<file path="config.mk">
export PLATFORM = sky130hd
export DESIGN_NAME = baud_div_engine
export DESIGN_NICKNAME = d
export VERILOG_FILES = /design/src/rtl/baud_div_pkg.sv /design/src/rtl/baud_div_serial.sv /design/src/rtl/baud_tol_chk.sv /design/src/rtl/baud_div_engine.sv
export SDC_FILE = /design/constraint.sdc
export NUM_CORES = 2
export LEC_CHECK = 0
export BUFFER_PORTS_ARGS = -buffer_cell sky130_fd_sc_hd__buf_4
export CAP_MARGIN = 20
export CORE_MARGIN = 10
export CORE_UTILIZATION = 55
export DETAILED_ROUTE_END_ITERATION = 8
export PLACE_DENSITY_LB_ADDON = 0.2
export SLEW_MARGIN = 15
export SYNTH_ARGS = -nofsm -noshare
export SYNTH_HDL_FRONTEND = slang
export SYNTH_SLANG_ARGS = --single-unit
</file>
<file path="constraint.sdc">
create_clock -name clk -period 11.69 [get_ports clk]
set_input_delay 1.7535 -clock clk [delete_from_list [all_inputs] [get_ports clk]]
set_output_delay 1.7535 -clock clk [all_outputs]
set_load 0.05 [all_outputs]
</file>
<file path="src/rtl/baud_div_pkg.sv">
package baud_div_pkg;
   typedef enum logic [1:0] {
      MODE_X16  = 2'd0,
      MODE_X4   = 2'd2,
      MODE_FINE = 2'd3
   } os_mode_e;

   typedef enum logic [1:0] {
      ST_IDLE = 2'd0,
      ST_QUOT = 2'd1,
      ST_SCNT = 2'd2,
      ST_RATE = 2'd3
   } eng_state_e;

   localparam longint unsigned LOW_REF_HZ  = 64'd12_000_000;
   localparam longint unsigned X16_MAX     = 64'd115_200;
   localparam longint unsigned X4_MAX      = 64'd576_000;
   localparam longint unsigned X4_FALLBACK = 64'd460_800;
   localparam longint unsigned X4_ODD_A    = 64'd500_000;
   localparam longint unsigned X4_ODD_B    = 64'd576_000;
endpackage

</file>
<file path="src/rtl/baud_div_serial.sv">
module baud_div_serial #(
   parameter int W = 50
) (
   input  logic         clk,
   input  logic         rst_n,
   input  logic         go,
   input  logic [W-1:0] num,
   input  logic [W-1:0] den,
   output logic         valid,
   output logic [W-1:0] quo
);
   localparam int CW = $clog2(W + 1);

   logic [W-1:0]  acc, qr, dv;
   logic [CW-1:0] cnt;
   logic          run;
   logic [W:0]    shl, trial;

   generate
      if (W < 8) begin : g_bad_w
         $error("baud_div_serial: W too small");
      end
   endgenerate

   assign shl   = {acc, qr[W-1]};
   assign trial = shl - {1'b0, dv};
   assign quo   = qr;

   always_ff @(posedge clk or negedge rst_n) begin
      if (!rst_n) begin
         acc   <= '0;
         qr    <= '0;
         dv    <= '0;
         cnt   <= '0;
         run   <= 1'b0;
         valid <= 1'b0;
      end else begin
         valid <= 1'b0;
         if (go) begin
            acc <= '0;
            qr  <= num;
            dv  <= den;
            cnt <= CW'(W);
            run <= 1'b1;
         end else if (run) begin
            if (!trial[W]) begin
               acc <= trial[W-1:0];
               qr  <= {qr[W-2:0], 1'b1};
            end else begin
               acc <= shl[W-1:0];
               qr  <= {qr[W-2:0], 1'b0};
            end
            cnt <= cnt - 1'b1;
            if (cnt == CW'(1)) begin
               run   <= 1'b0;
               valid <= 1'b1;
            end
         end
      end
   end

   // the controller never relaunches a division in flight
   p_no_relaunch_r10: assert property (@(posedge clk) disable iff (!rst_n)
      go |-> !run);
   // each division reports exactly once
   p_valid_once_r7: assert property (@(posedge clk) disable iff (!rst_n)
      valid |=> !valid);
endmodule

</file>
<file path="src/rtl/baud_tol_chk.sv">
module baud_tol_chk #(
   parameter int W       = 50,
   parameter int TOL_PCT = 3
) (
   input  logic [W-1:0] rate,
   input  logic [W-1:0] req,
   output logic         bad
);
   localparam int EW = W + 8;

   generate
      if (TOL_PCT < 0 || TOL_PCT > 99) begin : g_bad_tol
         $error("baud_tol_chk: TOL_PCT out of range");
      end
      if (TOL_PCT == 0) begin : g_exact
         assign bad = (rate != req);
      end else begin : g_band
         logic [EW-1:0] got, hi, lo;
         assign got = EW'(rate) * EW'(100);
         assign hi  = EW'(req) * EW'(100 + TOL_PCT);
         assign lo  = EW'(req) * EW'(100 - TOL_PCT);
         assign bad = (got > hi) || (got < lo);
      end
   endgenerate
endmodule

</file>
<file path="src/rtl/baud_div_engine.sv">
module baud_div_engine
   import baud_div_pkg::*;
#(
   parameter int REF_W     = 32,
   parameter int BAUD_W    = 32,
   parameter int DIV_OUT_W = 16,
   parameter int CNT_W     = 16,
   parameter int TOL_PCT   = 3
) (
   input  logic                 clk,
   input  logic                 rst_n,
   input  logic                 start,
   input  logic [REF_W-1:0]     ref_hz,
   input  logic [BAUD_W-1:0]    baud,
   input  logic                 force_fine,
   output logic                 busy,
   output logic                 done,
   output logic                 err,
   output logic [1:0]           mode,
   output logic [DIV_OUT_W-1:0] divisor,
   output logic [CNT_W-1:0]     samp_cnt,
   output logic [CNT_W-1:0]     samp_pt,
   output logic                 tol_fail
);
   localparam int DW = BAUD_W + DIV_OUT_W + 2;
   localparam logic [DW-1:0] Q_MAX  = DW'((64'd1 << DIV_OUT_W) - 1);
   localparam logic [DW-1:0] SC_MAX = DW'(64'd1 << CNT_W);

   generate
      if (REF_W < 24 || REF_W > 32) begin : g_bad_ref
         $error("baud_div_engine: REF_W must be 24..32");
      end
      if (BAUD_W < 20 || BAUD_W > 32) begin : g_bad_baud
         $error("baud_div_engine: BAUD_W must be 20..32");
      end
      if (DIV_OUT_W < 8 || DIV_OUT_W > 24) begin : g_bad_div
         $error("baud_div_engine: DIV_OUT_W must be 8..24");
      end
      if (CNT_W < 8 || CNT_W > 32) begin : g_bad_cnt
         $error("baud_div_engine: CNT_W must be 8..32");
      end
   endgenerate

   eng_state_e    st;
   os_mode_e      m_q, m_sel;
   logic          low_q, fix_q, low_sel;
   logic [DW-1:0] c_q, b_q, c_in, b_in, b_x4, den_sel, bias_sel;
   logic [DW-1:0] dnum, dden, dquo, qx, prod;
   logic [DIV_OUT_W-1:0] q_q;
   logic          dgo, dvalid, rate_bad;

   assign c_in = DW'(ref_hz);
   assign b_in = DW'(baud);
   assign busy = (st != ST_IDLE);

   // request classification and first-division operands
   always_comb begin
      low_sel = (64'(ref_hz) == LOW_REF_HZ) && (64'(baud) <= X16_MAX);
      b_x4    = ((64'(baud) == X4_ODD_A) || (64'(baud) == X4_ODD_B)) ? DW'(X4_FALLBACK) : b_in;
      if (low_sel) begin
         m_sel    = MODE_FINE;
         den_sel  = b_in << 8;
         bias_sel = den_sel >> 1;
      end else if (force_fine || (64'(baud) > X4_MAX)) begin
         m_sel    = MODE_FINE;
         den_sel  = b_in << 8;
         bias_sel = den_sel - 1'b1;
      end else if (64'(baud) <= X16_MAX) begin
         m_sel    = MODE_X16;
         den_sel  = b_in << 4;
         bias_sel = den_sel >> 1;
      end else begin
         m_sel    = MODE_X4;
         den_sel  = b_x4 << 2;
         bias_sel = den_sel - 1'b1;
      end
   end

   always_comb begin
      qx = dquo;
      if (low_q && (dquo == '0)) qx = DW'(1);
      prod = DW'(qx[DIV_OUT_W-1:0]) * b_q;
   end

   baud_div_serial #(.W(DW)) u_div (
      .clk   (clk),
      .rst_n (rst_n),
      .go    (dgo),
      .num   (dnum),
      .den   (dden),
      .valid (dvalid),
      .quo   (dquo)
   );

   baud_tol_chk #(.W(DW), .TOL_PCT(TOL_PCT)) u_tol (
      .rate (dquo),
      .req  (b_q),
      .bad  (rate_bad)
   );

   function automatic logic [CNT_W-1:0] enc_cnt(input logic [DW-1:0] sc);
      logic [DW-1:0] t;
      t = sc - 1'b1;
      return t[CNT_W-1:0];
   endfunction

   function automatic logic [CNT_W-1:0] enc_pt(input logic [DW-1:0] sc);
      logic [DW-1:0] t;
      t = (sc - DW'(2)) >> 1;
      return t[CNT_W-1:0];
   endfunction

   always_ff @(posedge clk or negedge rst_n) begin
      if (!rst_n) begin
         st       <= ST_IDLE;
         m_q      <= MODE_X16;
         low_q    <= 1'b0;
         fix_q    <= 1'b0;
         c_q      <= '0;
         b_q      <= '0;
         q_q      <= '0;
         dnum     <= '0;
         dden     <= '0;
         dgo      <= 1'b0;
         done     <= 1'b0;
         err      <= 1'b0;
         mode     <= 2'd0;
         divisor  <= '0;
         samp_cnt <= '0;
         samp_pt  <= '0;
         tol_fail <= 1'b0;
      end else begin
         dgo  <= 1'b0;
         done <= 1'b0;
         unique case (st)
            ST_IDLE: if (start) begin
               c_q   <= c_in;
               b_q   <= b_in;
               low_q <= low_sel;
               fix_q <= force_fine;
               m_q   <= m_sel;
               if (baud == '0) begin
                  done <= 1'b1; err <= 1'b1; mode <= 2'd0; divisor <= '0;
                  samp_cnt <= '0; samp_pt <= '0; tol_fail <= 1'b0;
               end else begin
                  dnum <= c_in + bias_sel;
                  dden <= den_sel;
                  dgo  <= 1'b1;
                  st   <= ST_QUOT;
               end
            end
            ST_QUOT: if (dvalid) begin
               if ((qx == '0) || (qx > Q_MAX)) begin
                  st <= ST_IDLE; done <= 1'b1; err <= 1'b1; mode <= 2'd0;
                  divisor <= '0; samp_cnt <= '0; samp_pt <= '0; tol_fail <= 1'b0;
               end else if (m_q == MODE_FINE) begin
                  q_q  <= qx[DIV_OUT_W-1:0];
                  dnum <= c_q + (prod >> 1);
                  dden <= prod;
                  dgo  <= 1'b1;
                  st   <= ST_SCNT;
               end else begin
                  st <= ST_IDLE; done <= 1'b1; err <= 1'b0; mode <= m_q;
                  divisor  <= qx[DIV_OUT_W-1:0];
                  samp_cnt <= enc_cnt(DW'(1));
                  samp_pt  <= enc_pt(DW'(1));
                  tol_fail <= 1'b0;
               end
            end
            ST_SCNT: if (dvalid) begin
               samp_cnt <= enc_cnt(dquo);
               samp_pt  <= enc_pt(dquo);
               divisor  <= q_q;
               mode     <= m_q;
               tol_fail <= 1'b0;
               if ((dquo == '0) || (dquo > SC_MAX)) begin
                  st <= ST_IDLE; done <= 1'b1; err <= 1'b1; mode <= 2'd0;
                  divisor <= '0; samp_cnt <= '0; samp_pt <= '0;
               end else if (low_q) begin
                  dnum <= c_q;
                  dden <= dquo * DW'(q_q);
                  dgo  <= 1'b1;
                  st   <= ST_RATE;
               end else begin
                  st <= ST_IDLE; done <= 1'b1; err <= 1'b0;
               end
            end
            ST_RATE: if (dvalid) begin
               tol_fail <= rate_bad;
               err      <= 1'b0;
               done     <= 1'b1;
               st       <= ST_IDLE;
            end
            default: st <= ST_IDLE;
         endcase
      end
   end

   // done is a single-cycle strobe and coincides with the return to idle
   p_done_pulse_r10: assert property (@(posedge clk) disable iff (!rst_n)
      done |=> !done);
   p_done_idle_r10: assert property (@(posedge clk) disable iff (!rst_n)
      done |-> !busy);
   // mode code 1 never leaves the engine
   p_no_mode1_r5: assert property (@(posedge clk) disable iff (!rst_n)
      (done && !err) |-> (mode != 2'd1));
   // coarse modes carry the unit sample-count encoding
   p_coarse_enc_r8: assert property (@(posedge clk) disable iff (!rst_n)
      (done && !err && (mode != 2'd3)) |-> ((samp_cnt == '0) && (samp_pt == '1)));
   // an error leaves the settings cleared
   p_err_clear_r9: assert property (@(posedge clk) disable iff (!rst_n)
      (done && err) |-> ((divisor == '0) && (mode == 2'd0) && !tol_fail));
   // the force bit always lands in mode 3
   p_force_fine_r4: assert property (@(posedge clk) disable iff (!rst_n)
      (done && !err && fix_q) |-> (mode == 2'd3));
   // the tolerance flag only appears with mode 3
   p_tol_fine_r3: assert property (@(posedge clk) disable iff (!rst_n)
      tol_fail |-> (mode == 2'd3));
   // a successful result never carries a zero divisor
   p_div_nonzero_r2: assert property (@(posedge clk) disable iff (!rst_n)
      (done && !err) |-> (divisor != '0));
endmodule

</file>
==> flow_summary.toml <==
[status]
status = "finished, final reports clean"

[sta]
skew_ps = 55.1
rsz0062_at_grt = "no"
finalSetupViolCount = 0
fin_tns_setup_ps = 0
fin_crit_ps = 11270
tightest_slew_ps = 1360
final_hold_viol_count = 0
max-slew-margin-rel_pct = 8.92
fin_crit_sh_pct = 96.4
fmax_mhz = 88.8
slew_viol_final = 0

[yosys]
synthTopCellsByArea = "fa_1, dfrtp_1, ha_1"
postSynthAreaPerCell_sq_um = 8.46
syn_area_sq_um = 77900
synth_cell_types = 102
synth_warnings = 0
yosys.area.top_type = "fa_1"
syn_nets = 11200
yosysSeqAreaShare_pct = 12.8
synth_top_flop_cell = "dfrtp_1"
yosysTopAreaCellShare_pct = 29.1
synth-seq-cells = 397
ys_async_sr_fraction_pct = 100
synth_edf_count = 0
synthCells = 9201

[global_routing]
track_usage_pct = 37.4
antenna_found_initial = 34
grt_pass1_vias = 69000
grt_pass1_wl_um = 445000
overflow = 0
grt_max_degree = 83

[route]
drt_iter0_drc = 6905
drc_errors = 0
routed_wl_um = 296000
via_per_inst = 6.17
num_vias = 68100
wl_per_cell_um = 26.9
drtPass1Iterations = 6
drt.antenna.violating_nets = 0

[clocking]
clk_latency_ps = 680
postCtsSetupRepairBufs = 0
cts_root_buf = "clkbuf_16"
cts_buffers = 53
cts_tree = "built"
clkTransAtPathRegs_ps = 70
htreeDepth = 2
holdBufCountCts = 0
cts.repair.resized = 0
clock_sinks = 397
clk_path_buf_depth = 3

[cells_and_area]
register_area_sq_um = 9950
area_growth_pct = 6.25
post_route_cells_drive_above_1_share_pct = 6.22
fill_cells = 12800
design_area_sq_um = 82700
post-route-util_pct = 58.6
nets = 11100
multi_input_area_sq_um = 60300

[critical_path]
worstPathArrival_ps = 11830
endpoint_kind = "flip-flop"
path_buf_inv = 7
start_kind = "flip-flop"
critical_path_required_ps = 12260
path_class = "flip-flop to flip-flop"
crit_slowest_cell = "nor4_1"
cpLargestDelayFamily = "adder cells"
path_max_fanout = 44
cpPeakStageDelay_ps = 770

[pwr]
p_leak_nw = 41.2
ir_drop_mv = 0.113
power_density_nw_per_um2 = 40.9

[die]
die_x_um = 396
start_util_pct = 55.2
core_area_sq_um = 141000
rows = 138
io_pins = 122
die_height_um = 396
dieArea_sq_um = 157000

[place]
routabilityCongestion = 1.03
io_buffer_count = 121
placed_area_sq_um = 80800
hpwlAfterDp_um = 239000

[hold_path]
hold_path_class = "flip-flop to flip-flop"

[run]
drv_cap = 0
-- final timing paths --
check	from	end	slack, ps	depth (start not counted)
worst max-delay path	u_div.quo[28]	dnum[35]	420	38
worst min-delay path	dden[1]	u_div.dv[1]	460	2
worst max register to register	u_div.quo[28]	dnum[35]	420	38
worst min register to register	dden[1]	u_div.dv[1]	460	2
max in group asynchronous	rst_n	m_q[0]	8480	3
min in group asynchronous	rst_n	u_div.acc[2]	1050	1
-- state kept, by name, indices dropped and copies added (netlist names), 6 cells and up --
signal	count
u_div.dv	50
c_q	32
u_div.acc	50
samp_pt	16
q_q	16
b_q	32
dnum	50
samp_cnt	16
u_div.quo	50
divisor	16
u_div.cnt	6
dden	50
-- cells in the mapped netlist (115+ instances only) --
cell and instances:
inv_1 1535, nand2_1 1391, fa_1 1130, ha_1 786
clkbuf_1 437, o21ai_0 431, dfrtp_1 397, a21oi_1 376
nor2_1 372, xnor2_1 265, nor3_1 242, and2_1 202
a21o_1 168, xor2_1 115
-- layout by cell type, fill, tap and decap left out, types with 15 or more instances in the layout --
cell,count
nand4_1,60
o21a_1,55
o21ai_0,431
fa_1,1130
a22oi_1,31
a222oi_1,23
xnor2_1,265
clkbuf_16,53
o31ai_1,50
nand2_1,1390
clkinv_1,16
nor2b_1,44
mux2i_1,105
and2_1,200
or3_1,31
xor2_1,115
o21bai_1,40
nand2b_1,64
nor2_1,363
mux2_2,64
a221oi_1,37
o22ai_1,17
dfrtp_1,388
inv_1,1535
nor3b_1,15
nor3_1,241
a31o_2,15
buf_4,316
and4_1,18
nand3_1,103
o211ai_1,29
a211oi_1,98
ha_1,785
nor4_1,46
a31oi_1,47
a21o_1,168
a21oi_1,376
and3_1,35
-- worst reg2reg max path: cells and delay by family, from the launching register on --
| family | cells | cell delay (ps) |
|---|---|---|
| adders and majority gates | 9 | 4130 |
| buffers and inverters | 7 | 850 |
| xor gates and xnor gates | 2 | 720 |
| AOI/OAI and AO/OA | 10 | 2220 |
| DFF | 1 | 390 |
| and+or+nand+nor | 10 | 2820 |
-- where the power goes --
part           internal (mW)  switching, mW
combinational         0.0736          0.169
sequential              1.37              0
clock                   1.01          0.760
total                   2.45          0.930
-- cell families after synthesis --
family | share of synthesized area [%]
XOR/XNOR | 4.27
multiplexers | 2.28
AND/OR/NAND/NOR | 15.8
AO/OA/AOI/OAI | 13.3
flip-flops | 12.8
buffers and inverters | 9.91
adder cells (fa/ha/maj) | 41.7
-- routing by layer --
metal  wire length, um  track usage [%]  vias up
met5               226                0        -
met4             18000             18.9       36
met3             38000             13.7      888
met2            123000             54.1     3772
met1            117000             49.1    33800
li1                  -                -    29600
-- stage by stage --
| stage | hold slack, ps | total power [mW] | cells | setup slack, ps |
|---|---|---|---|---|
| global placement | 453 | 1.63 | 10900 | 769 |
| finish | 455 | 3.38 | 11000 | 422 |
| floorplan | 439 | 1.51 | 9201 | 1110 |
| global route | 499 | 3.47 | 11000 | 2.72 |
| detailed placement | 462 | 1.63 | 10900 | 716 |
| CTS | 445 | 3.39 | 11000 | 672 |
-- final cells by class --
| cell class | instances | area share, % |
|---|---|---|
| Antenna cell | 10 | 0.0302 |
| Timing Repair Buffer | 320 | 2.94 |
| Clock inverter | 30 | 0.404 |
| Tap cell | 1890 | 2.86 |
| Inverter | 1552 | 7.04 |
| Sequential cell | 397 | 12.0 |
| Multi-Input combinational cell | 6765 | 72.9 |
| Clock buffer | 70 | 1.83 |
Power figures use the tool's default switching activity.
